### src/rtl/asid_scrub_pkg.sv
package asid_scrub_pkg;

   typedef enum logic {
      SQ_IDLE = 1'b0,
      SQ_RUN  = 1'b1
   } sweep_state_e;

   function automatic int unsigned entry_bits(input int unsigned asid_w,
                                              input int unsigned tag_w,
                                              input int unsigned ppn_w);
      return 1 + asid_w + tag_w + ppn_w;
   endfunction

endpackage

### src/rtl/asid_issue_ctr.sv
module asid_issue_ctr #(
   parameter int unsigned ASID_W = 4
) (
   input  logic              clk,
   input  logic              rst_n,
   input  logic              req,
   input  logic              sweep_busy,
   output logic              gnt,
   output logic [ASID_W-1:0] asid,
   output logic              wrap_start
);
   localparam logic [ASID_W-1:0] TOP   = '1;
   localparam logic [ASID_W-1:0] FIRST = ASID_W'(1);

   logic [ASID_W-1:0] cnt_q;
   logic [ASID_W-1:0] asid_q;
   logic              gnt_q;
   logic              take;

   assign take       = req && !sweep_busy && !gnt_q;
   assign wrap_start = take && (cnt_q == TOP);

   always_ff @(posedge clk) begin
      if (!rst_n) begin
         cnt_q  <= FIRST;
         asid_q <= '0;
         gnt_q  <= 1'b0;
      end else begin
         gnt_q <= take && (cnt_q != TOP);
         if (wrap_start) begin
            cnt_q <= FIRST;
         end else if (take) begin
            asid_q <= cnt_q;
            cnt_q  <= cnt_q + 1'b1;
         end
      end
   end

   assign gnt  = gnt_q;
   assign asid = asid_q;
endmodule

### src/rtl/scrub_walk_seq.sv
module scrub_walk_seq
   import asid_scrub_pkg::*;
#(
   parameter int unsigned IDX_W = 4
) (
   input  logic             clk,
   input  logic             rst_n,
   input  logic             start,
   input  logic             walk_req,
   output logic             rd_en,
   output logic [IDX_W-1:0] rd_idx,
   output logic             wr_en,
   output logic [IDX_W-1:0] wr_idx,
   output logic             busy,
   output logic             done
);
   localparam logic [IDX_W-1:0] LAST = '1;

   sweep_state_e     state_q;
   logic [IDX_W-1:0] rd_idx_q;
   logic [IDX_W-1:0] wb_idx_q;
   logic             all_rd_q;
   logic             wb_vld_q;
   logic             done_q;
   logic             rd_fire;

   assign busy    = (state_q == SQ_RUN);
   assign rd_fire = busy && !all_rd_q && !walk_req;

   always_ff @(posedge clk) begin
      if (!rst_n) begin
         state_q  <= SQ_IDLE;
         rd_idx_q <= '0;
         wb_idx_q <= '0;
         all_rd_q <= 1'b0;
         wb_vld_q <= 1'b0;
         done_q   <= 1'b0;
      end else begin
         wb_vld_q <= rd_fire;
         wb_idx_q <= rd_idx_q;
         done_q   <= 1'b0;
         if (state_q == SQ_IDLE) begin
            if (start) begin
               state_q  <= SQ_RUN;
               rd_idx_q <= '0;
               all_rd_q <= 1'b0;
            end
         end else begin
            if (rd_fire) begin
               rd_idx_q <= rd_idx_q + 1'b1;
               if (rd_idx_q == LAST) all_rd_q <= 1'b1;
            end
            if (wb_vld_q && (wb_idx_q == LAST)) begin
               state_q <= SQ_IDLE;
               done_q  <= 1'b1;
            end
         end
      end
   end

   assign rd_en  = rd_fire;
   assign rd_idx = rd_idx_q;
   assign wr_en  = wb_vld_q;
   assign wr_idx = wb_idx_q;
   assign done   = done_q;
endmodule

### src/rtl/cluster_scrub.sv
module cluster_scrub
   import asid_scrub_pkg::*;
#(
   parameter int unsigned WAYS   = 4,
   parameter int unsigned ASID_W = 4,
   parameter int unsigned TAG_W  = 6,
   parameter int unsigned PPN_W  = 6,
   localparam int unsigned ENT_W = entry_bits(ASID_W, TAG_W, PPN_W),
   localparam int unsigned CL_W  = WAYS * ENT_W
) (
   input  logic [CL_W-1:0] cl_in,
   output logic [CL_W-1:0] cl_out
);
   localparam int unsigned ASID_LSB = PPN_W + TAG_W;
   localparam int unsigned VLD_BIT  = ENT_W - 1;

   for (genvar w = 0; w < WAYS; w++) begin : g_way
      logic [ENT_W-1:0]  ent;
      logic [ASID_W-1:0] ent_asid;
      logic              private_map;

      assign ent         = cl_in[w*ENT_W +: ENT_W];
      assign ent_asid    = ent[ASID_LSB +: ASID_W];
      assign private_map = (ent_asid != '0);

      always_comb begin
         cl_out[w*ENT_W +: ENT_W] = ent;
         if (private_map) cl_out[w*ENT_W + VLD_BIT] = 1'b0;
      end
   end
endmodule

### src/rtl/asid_alloc_scrub.sv
module asid_alloc_scrub
   import asid_scrub_pkg::*;
#(
   parameter int unsigned ASID_W = 4,
   parameter int unsigned IDX_W  = 4,
   parameter int unsigned WAYS   = 4,
   parameter int unsigned TAG_W  = 6,
   parameter int unsigned PPN_W  = 6,
   localparam int unsigned ENT_W = entry_bits(ASID_W, TAG_W, PPN_W),
   localparam int unsigned CL_W  = WAYS * ENT_W
) (
   input  logic              clk,
   input  logic              rst_n,
   input  logic              alloc_req,
   output logic              alloc_gnt,
   output logic [ASID_W-1:0] alloc_asid,
   output logic              scrub_busy,
   output logic              scrub_done,
   input  logic              walk_req,
   output logic              tbl_rd_en,
   output logic [IDX_W-1:0]  tbl_rd_idx,
   input  logic [CL_W-1:0]   tbl_rd_data,
   output logic              tbl_wr_en,
   output logic [IDX_W-1:0]  tbl_wr_idx,
   output logic [CL_W-1:0]   tbl_wr_data
);
   if (ASID_W < 2) begin : g_bad_asid
      $error("ASID_W must be at least 2");
   end
   if (IDX_W < 1 || IDX_W > 12) begin : g_bad_idx
      $error("IDX_W must be in 1..12");
   end
   if (WAYS < 1 || WAYS > 64) begin : g_bad_ways
      $error("WAYS must be in 1..64");
   end

   logic wrap_start;
   logic busy;

   asid_issue_ctr #(.ASID_W(ASID_W)) u_ctr (
      .clk        (clk),
      .rst_n      (rst_n),
      .req        (alloc_req),
      .sweep_busy (busy),
      .gnt        (alloc_gnt),
      .asid       (alloc_asid),
      .wrap_start (wrap_start)
   );

   scrub_walk_seq #(.IDX_W(IDX_W)) u_seq (
      .clk      (clk),
      .rst_n    (rst_n),
      .start    (wrap_start),
      .walk_req (walk_req),
      .rd_en    (tbl_rd_en),
      .rd_idx   (tbl_rd_idx),
      .wr_en    (tbl_wr_en),
      .wr_idx   (tbl_wr_idx),
      .busy     (busy),
      .done     (scrub_done)
   );

   cluster_scrub #(
      .WAYS   (WAYS),
      .ASID_W (ASID_W),
      .TAG_W  (TAG_W),
      .PPN_W  (PPN_W)
   ) u_scrub (
      .cl_in  (tbl_rd_data),
      .cl_out (tbl_wr_data)
   );

   assign scrub_busy = busy;
endmodule

### config.mk
export PLATFORM = sky130hd
export DESIGN_NAME = asid_alloc_scrub
export DESIGN_NICKNAME = d
export VERILOG_FILES = /design/src/rtl/asid_scrub_pkg.sv /design/src/rtl/asid_issue_ctr.sv /design/src/rtl/scrub_walk_seq.sv /design/src/rtl/cluster_scrub.sv /design/src/rtl/asid_alloc_scrub.sv
export SDC_FILE = /design/constraint.sdc
export NUM_CORES = 1
export LEC_CHECK = 0
export BUFFER_PORTS_ARGS = -buffer_cell sky130_fd_sc_hd__clkbuf_2
export CELL_PAD_IN_SITES_DETAIL_PLACEMENT = 1
export CELL_PAD_IN_SITES_GLOBAL_PLACEMENT = 1
export CORE_ASPECT_RATIO = 0.6
export CORE_MARGIN = 4
export CORE_UTILIZATION = 22
export CTS_CLUSTER_DIAMETER = 120
export DETAILED_ROUTE_END_ITERATION = 10
export PLACE_DENSITY = 0.94
export SKIP_CTS_REPAIR_TIMING = 1
export SYNTH_ARGS = -nofsm -noshare
export SYNTH_HDL_FRONTEND = slang
export SYNTH_SLANG_ARGS = --single-unit
### constraint.sdc
create_clock -name clk -period 4.2 [get_ports clk]
set_input_delay 0.63 -clock clk [delete_from_list [all_inputs] [get_ports clk]]
set_output_delay 0.63 -clock clk [all_outputs]
set_load 0.05 [all_outputs]
Word level (Yosys, flattened, before mapping)

Index checks and enable logic that the tools add are counted.

Register bits: 21
RAM bits: 0
Memory bits (read-only): 0
Bits in latches: 0
Memories kept: 0
Input port bits: 72

Equal/unequal tests: 6
Reductions and logical operators: 21
Add/sub/neg operators: 2
Order comparisons: 0
Multiplexer cells: 15
Bitwise logic cells: 2
Divide/modulo/power cells: 0
Shifts and indexed selects: 0
Multiply operators: 0

Operator list:

| operator                                     | number |
|---|---|
| nonzero test 4 bit                           | 4 |
| == test 4 bit, second input constant         | 3 |
| 2-to-1 mux 1 bit                             | 12 |
| 2-to-1 mux 4 bit                             | 3 |
| adder 4 x 1 -> 4 bit, second input constant  | 2 |
| logical AND 1 bit                            | 7 |
| AND reduction 2 bit                          | 3 |
| zero test 1 bit                              | 4 |
| inequality test 2 bit, second input constant | 2 |
| inequality test 4 bit, second input constant | 1 |
| AND reduction 3 bit                          | 1 |
| inverter 1 bit                               | 2 |
| nonzero test 2 bit                           | 1 |
| OR reduction 2 bit                           | 1 |

Depth between registers and ports, before layout

Gate-level depths: netlist of run 1.

Word-level depth: 6
Mapped depth: 5
Depth with buffers taken out: 4

By module

From an unflattened synthesis of run 1, not the netlist that was laid out.

Cells, all modules: 159
Area, all modules: 1413.9 um2

By module, submodules not included:

| module         | instances | area an instance (um2) | cells each | sequential area each (um2) |
|---|---|---|---|---|
| cluster_scrub  | 1         | 530.5                  | 72         | 0.0 |
| scrub_walk_seq | 1         | 484.2                  | 48         | 240.2 |
| asid_issue_ctr | 1         | 399.1                  | 39         | 180.2 |

Least setup slack after synthesis of run 1

Ideal clock, no wire load.

Path kind: reg-to-output
Start: register u_seq.state_q (netlist: u_seq.busy)
End: output tbl_rd_en
Setup slack: 2.002 ns
Stages on the path, launching flop included: 3
Buffers on the path: 0
Arrival: 1.568 ns
Data required time: 3.570 ns
Cell sequence: dfxtp_1 > or3b_2 > inv_1

Cells in the longest elaborated chain, start to end: 2

RTL lines:

| element                         | line                   | RTL |
|---|---|---|
| start, declared                 | scrub_walk_seq.sv:19   | `sweep_state_e state_q;` |
| start signal, assigned          | scrub_walk_seq.sv:32   | `state_q <= SQ_IDLE;` |
| start signal, assigned          | scrub_walk_seq.sv:44   | `state_q <= SQ_RUN;` |
| start signal, assigned          | scrub_walk_seq.sv:54   | `state_q <= SQ_IDLE;` |
| logical AND 1 bit (2 in series) | scrub_walk_seq.sv:28   | `assign rd_fire = busy && !all_rd_q && !walk_req;` |
| end, declared                   | asid_alloc_scrub.sv:20 | `output logic tbl_rd_en,` |

Every way passes these cells.

Worst setup path in the final report of run 1

Same ends and word-level chain as after synthesis.

==> metrics.csv, run 1 <==
stage,metric,value,unit
power_and_ir_drop,logic gate share of total power,20.3,%
route,drt wl/cell,14.1,microns
placement,Port Buffer Count,60,
cts,cts bufs inserted,3,
power_and_ir_drop,switching part of the total,32.0,%
synth,register area share after synthesis,31.2,%
final_layout,"leading cell type in the layout, fill and taps excluded",clkbuf_2,
synth,syn_nets,236,
run_status,status,"complete, no violations",
power_and_ir_drop,Net Switching,138,uW
floorplanning,initial core utilization,23.4,%
critical_path,Crit Path Max Fanout,7,
route,final antenna-violating net count,0,
synth,Mean Syn Cell Area,8.33,sq um
cts,clock root buffer master,clkbuf_8,
cts,clock buffer depth,2,
route,initial drt markers,27,
global_routing,vias in the first global route,946,
timing,Final period util,54.9,%
power_and_ir_drop,Pwr Density,332,mW/mm^2
timing,RSZ-0062 raised after global routing,false,
synth,synthesized area,0.00135,sq mm
critical_path,Critical Path Start Type,flip-flop,
final_layout,P&R area growth vs syn,-3.52,%
power_and_ir_drop,Int Power,294,uW
global_routing,gr usage total,9.07,%
synth,Syn Inst Count,162,
critical_path,CP required,3.57,ns
synth,Synth Register Bits,21,
route,final wirelength,3370,microns
floorplanning,core region area,0.00575,sq mm
timing,final setup skew,0.00476,ns
power_and_ir_drop,clock power share,31.2,%
timing,fmax,434,MHz
power_and_ir_drop,power share of the sequential group,48.5,%
final_layout,Layout Nets,234,
final_layout,number of diodes,0,
global_routing,met2 usage,12.0,%
critical_path,crit path capture type,primary output,
timing,Period minus WS final,2.31,ns
route,via/cell ratio,4.11,
global_routing,met3 track demand over resource,4.37,%
floorplanning,die height,68.7,microns
global_routing,met1 Usage GRT,11.7,%
timing,Setup TNS Final,0,ns
global_routing,initial antenna violation count,0,
synth,warnings from Yosys,0,
critical_path,Worst Path Arrival,1.68,ns
placement,Detail Placement HPWL,2830,microns
cts,H-tree levels,1,
cts,clock-pin transition on the worst setup and hold timing paths,0.08,ns
cts,CTS tree,done,
synth,synth unique cells,32,
placement,RePlAce Congestion,0.766,
min_path,HP Class,flip-flop to flip-flop,
floorplanning,Std-Cell Rows,21,
route,drt drc,0,
job,Max Cap Viol,0,
cts,clock sink total,21,
final_layout,most frequent cells in the layout,"60 x clkbuf_2, 21 x dfxtp_1, 10 x a21oi_1",
power_and_ir_drop,Lkg Pwr,0.000617,uW
global_routing,largest net degree at the start of global routing,17,
global_routing,"Remaining Overflow, GRT",0,
timing,# setup viols final,0,
floorplanning,die width,109,microns
critical_path,critical path class,flip-flop to primary output,
power_and_ir_drop,total power,432,uW
global_routing,first-pass GRT wire length,5060,microns
global_routing,most used routing layer,met2,
final_layout,layout cells sized above 1,42.1,%
timing,Rel. slew slack,65.0,%
floorplanning,die area,0.00749,sq mm
floorplanning,I/O pins,157,
route,DRT Pass-1 Iters,3,
timing,worst slew pin tran,0.524,ns
power_and_ir_drop,worst vdd ir,73.4,uV
route,Vias,983,
cts,Skew-Pair Late Insertion Delay,0.27,ns
timing,"Hold Vio Cnt, Final",0,
timing,Final Max Slew Viols,0,
cells in the mapped netlist (all sizes together):
cell type  instances  area share, %
o311ai             1           0.65
or3                1           0.46
and2               6            2.8
nand2              8            2.2
nor3               3            1.1
a21o               1           0.56
a21oi             10            3.7
ha                 2            1.9
nand4              1           0.46
nor3b              1           0.56
nor4               4            1.9
o221a              2            1.7
nor4b              1           0.65
nand3              5            1.9
o21ai              6            2.2
and4b              1           0.74
and3               1           0.46
buf               65             36
nor2               3           0.83
o31ai              1           0.56
or3b               2            1.3
nand2b             2           0.93
o211ai             2            1.1
dfxtp             21             31
o22ai              2           0.93
clkbuf             2           0.65
mux2i              1           0.74
inv                6            1.7
clkinv             1           0.28
per-layer routing:
metal | up-vias | share of wire, %
met2 | 40 | 45
met4 | 0 | 2.2
met1 | 458 | 45
li1 | 481 | -
met3 | 4 | 8.2
met5 | - | 0
worst paths after layout:
check / from / end / slack, ns / cells after the start
min: u_ctr.asid[0] / u_ctr.asid[0] / 0.49 / 2
max: u_seq.busy / tbl_rd_en / 1.89 / 3
min reg2reg: u_ctr.asid[0] / u_ctr.asid[0] / 0.49 / 2
max reg2reg: u_seq.busy / u_ctr.cnt_q[3] / 2.56 / 3
cells by family after synthesis:
kind of cell | share of synthesized area, %
DFF | 31.2
adders and majority gates | 1.85
muxes | 0.742
AOI/OAI and AO/OA | 11.4
buffers and inverters | 38.6
and+or+nand+nor | 16.2
registers in the layout, indices dropped and copies added, names as in the netlist:
signal / count
u_seq.wr_idx: 4
u_seq.all_rd_q: 1
u_seq.rd_idx: 4
u_ctr.cnt_q: 4
u_seq.done: 1
u_ctr.gnt: 1
u_ctr.asid: 4
u_seq.busy: 1
u_seq.wr_en: 1
power groups by stage:
stage,clock network (uW),registers (uW),logic [uW]
after floorplan,0,224,184
after global placement,0,214,86.6
after detailed placement,0,214,88.3
after CTS,137,210,88.5
after global routing,146,211,93.9
final,135,210,87.5
metrics by stage:
stage | cell area, sq um | hold WS (ns) | std cells | setup slack (ns) | util, %
2_1_floorplan | 1350 | 0.472 | 162 | 2.00 | -
3_3_place_gp | 1250 | 0.457 | 235 | 1.94 | 21.8
6_report | 1300 | 0.492 | 239 | 1.89 | 22.6
3_5_place_dp | 1250 | 0.481 | 235 | 1.90 | 21.8
4_1_cts | 1300 | 0.497 | 239 | 1.87 | 22.6
5_1_grt | 1300 | 0.524 | 239 | 1.78 | 22.6
cell type report:
class | count | area (sq um)
clock buffers | 3 | 41.3
clock inverters | 1 | 5.00
fillers | 697 | 4450
inverters | 7 | 26.3
multi-input cells | 67 | 408
flip-flops and latches | 21 | 420
well taps | 80 | 100
repair buffers | 60 | 300
critical path, cell delays in order, from the launching register on:
cell and delay [ns]:
dfxtp_1 0.46, or3b_2 0.53, inv_1 0.13, clkbuf_2 0.29
(Power assumes the default switching activity.)
==> run 2: changes to the inputs <==
Settings changed: CORE_UTILIZATION 22 to 21, PLACE_DENSITY 0.94 to 0.91.
Clock period 4.2 ns to 2.3 ns, I/O delays scaled along.
==> run 2 against run 1 <==
  * Power increased by 82%
  * Sequential power increased by 82%
  * Global-route usage decreased by 0.66 points
  * Sequential share of layout area decreased by 0.12 points
  * Hold slack got worse by 0.036 ns
  * Clock power increased by 81%
  * Combinational power increased by 83%
  * Wire length decreased by 5.2%
  * Cell area increased by 0.38%
  * Clock skew about the same
  * First-iteration DRC count increased by 11%
  * Final cell count increased by 1.7%
  * Critical endpoint unchanged
==> metrics.csv, run 2 (synthesis gave the netlist of run 1 again) <==
stage,metric,value,unit,change
cts,clock sink total,21,,unchanged
power_and_ir_drop,Pwr Density,602,mW/mm^2,+81%
placement,Port Buffer Count,60,,unchanged
cts,clock-pin transition on the worst setup and hold timing paths,0.07,ns,about the same
job,Max Cap Viol,0,,unchanged
timing,worst slew pin tran,0.530,ns,+0.00571 ns
timing,Final Max Slew Viols,0,,unchanged
timing,Rel. slew slack,64.6,%,-0.38 points
min_path,HP Class,input port to flip-flop,,
route,final wirelength,3190,microns,-5.2%
final_layout,layout cells sized above 1,42.1,%,unchanged
final_layout,Util after Layout,21.2,%,-1.4 points
route,via/cell ratio,4.10,,-0.35%
critical_path,Crit Path Max Fanout,7,,unchanged
timing,"Hold Vio Cnt, Final",0,,unchanged
timing,Final period util,86.6,%,
floorplanning,Std-Cell Rows,22,,+4.8%
final_layout,most frequent cells in the layout,"60 x clkbuf_2, 21 x dfxtp_1, 10 x a21oi_1",,
placement,placed cell count,239,,+1.7%
final_layout,Layout Nets,234,,unchanged
timing,final setup skew,0.00478,ns,+0.0000167 ns
final_layout,number of diodes,0,,unchanged
placement,RePlAce Congestion,0.826,,+7.8%
final_layout,"Cell Count, Final, Fillers Out",243,,+1.7%
cts,Skew-Pair Late Insertion Delay,0.26,ns,about the same
floorplanning,die width,111,microns,+2.2%
critical_path,Worst Path Arrival,1.65,ns,-0.03 ns
final_layout,fillers,777,,+11%
floorplanning,core region area,0.00617,sq mm,+7.2%
cts,H-tree levels,1,,unchanged
run_status,status,"complete, no violations",,
critical_path,CP required,1.96,ns,-1.61 ns
route,final antenna-violating net count,0,,unchanged
power_and_ir_drop,Lkg Pwr,0.000617,uW,unchanged
final_layout,Multi-input gate area,408,sq um,unchanged
global_routing,gr usage total,8.41,%,-0.66 points
critical_path,crit path capture type,primary output,,
floorplanning,I/O pins,157,,unchanged
route,Vias,996,,+1.3%
critical_path,CP Cell Sequence,"or3b_2, inv_1, clkbuf_2",,
critical_path,max incr delay on CP,0.53,ns,about the same
global_routing,"Remaining Overflow, GRT",0,,unchanged
power_and_ir_drop,worst vdd ir,150,uV,+100%
route,drt drc,0,,unchanged
critical_path,critical path's slowest cell,or3b_2,,
cts,clock buffer depth,2,,unchanged
timing,# setup viols final,0,,unchanged
floorplanning,die height,70.1,microns,+2.1%
timing,RSZ-0062 raised after global routing,false,,
global_routing,initial antenna violation count,0,,unchanged
placement,Detail Placement HPWL,2700,microns,-4.5%
route,DRT Pass-1 Iters,4,,+1
floorplanning,initial core utilization,21.9,%,-1.6 points
critical_path,CP top delay family,simple AND/OR/NAND/NOR gates,,
critical_path,Critical path buffers and inverters,2,,unchanged
timing,fmax,502,MHz,
global_routing,largest net degree at the start of global routing,17,,unchanged
final_layout,"leading cell type in the layout, fill and taps excluded",clkbuf_2,,
timing,Period minus WS final,1.99,ns,
route,initial drt markers,30,,+11%
placement,DP Area,0.00126,sq mm,+0.40%
final_layout,P&R area growth vs syn,-3.15,%,
critical_path,Critical Path Start Type,flip-flop,,
cts,clock root buffer master,clkbuf_8,,
route,drt wl/cell,13.1,microns,-6.7%
global_routing,first-pass GRT wire length,5420,microns,+7.1%
floorplanning,die area,0.00781,sq mm,+4.3%
final_layout,Finished Cell Area,0.00131,sq mm,+0.38%
cts,cts bufs inserted,3,,unchanged
cts,CTS tree,done,,
timing,Setup TNS Final,0,ns,unchanged
critical_path,critical path class,flip-flop to primary output,,
global_routing,vias in the first global route,1022,,+8.0%
final_layout,register area,420,sq um,unchanged
==> run 2: layout make-up <==
| class | instances | share of cell area [%] |
|---|---|---|
| sequential | 21 | 32.2 |
| multi-input combinational | 67 | 31.2 |
| timing repair buffer | 60 | 23.0 |
| tap | 84 | 8.05 |
| clock buffer | 3 | 3.16 |
| inverter | 7 | 2.01 |
| clock inverter | 1 | 0.383 |
==> run 2: path summary, 6_finish.rpt <==
path / startpoint / end / slack (ns) / cells past startpoint
worst min-delay path: rst_n / u_ctr.asid[2] / 0.46 / 2
worst max register to register: u_seq.busy / u_ctr.cnt_q[3] / 0.66 / 3
worst min register to register: u_seq.wr_idx[2] / u_seq.done / 0.47 / 2
worst max-delay path: u_seq.busy / tbl_rd_en / 0.31 / 3
==> run 2: per-stage QoR <==
stage	hold slack [ns]	total power, uW	setup slack, ns
after detailed placement	0.461	553	0.583
after global routing	0.470	831	0.218
final	0.456	786	0.309
after CTS	0.450	798	0.292
after global placement	0.462	548	0.612
after floorplan	0.472	745	0.387
==> run 2: where the power goes <==
part           leakage [uW]  switching, uW  total (uW)  internal, uW
Combinational      0.000421            117         160          42.2
Sequential         0.000171           9.47         383           373
Clock             0.0000255            123         244           121
==> run 2: layer usage <==
metal,up-vias,part of all wire [%],global-route usage (%)
li1,476,-,-
met1,474,45,10.5
met2,44,46,13.0
met3,2,8.3,4.42
met4,0,0.34,1.75
met5,-,0,0
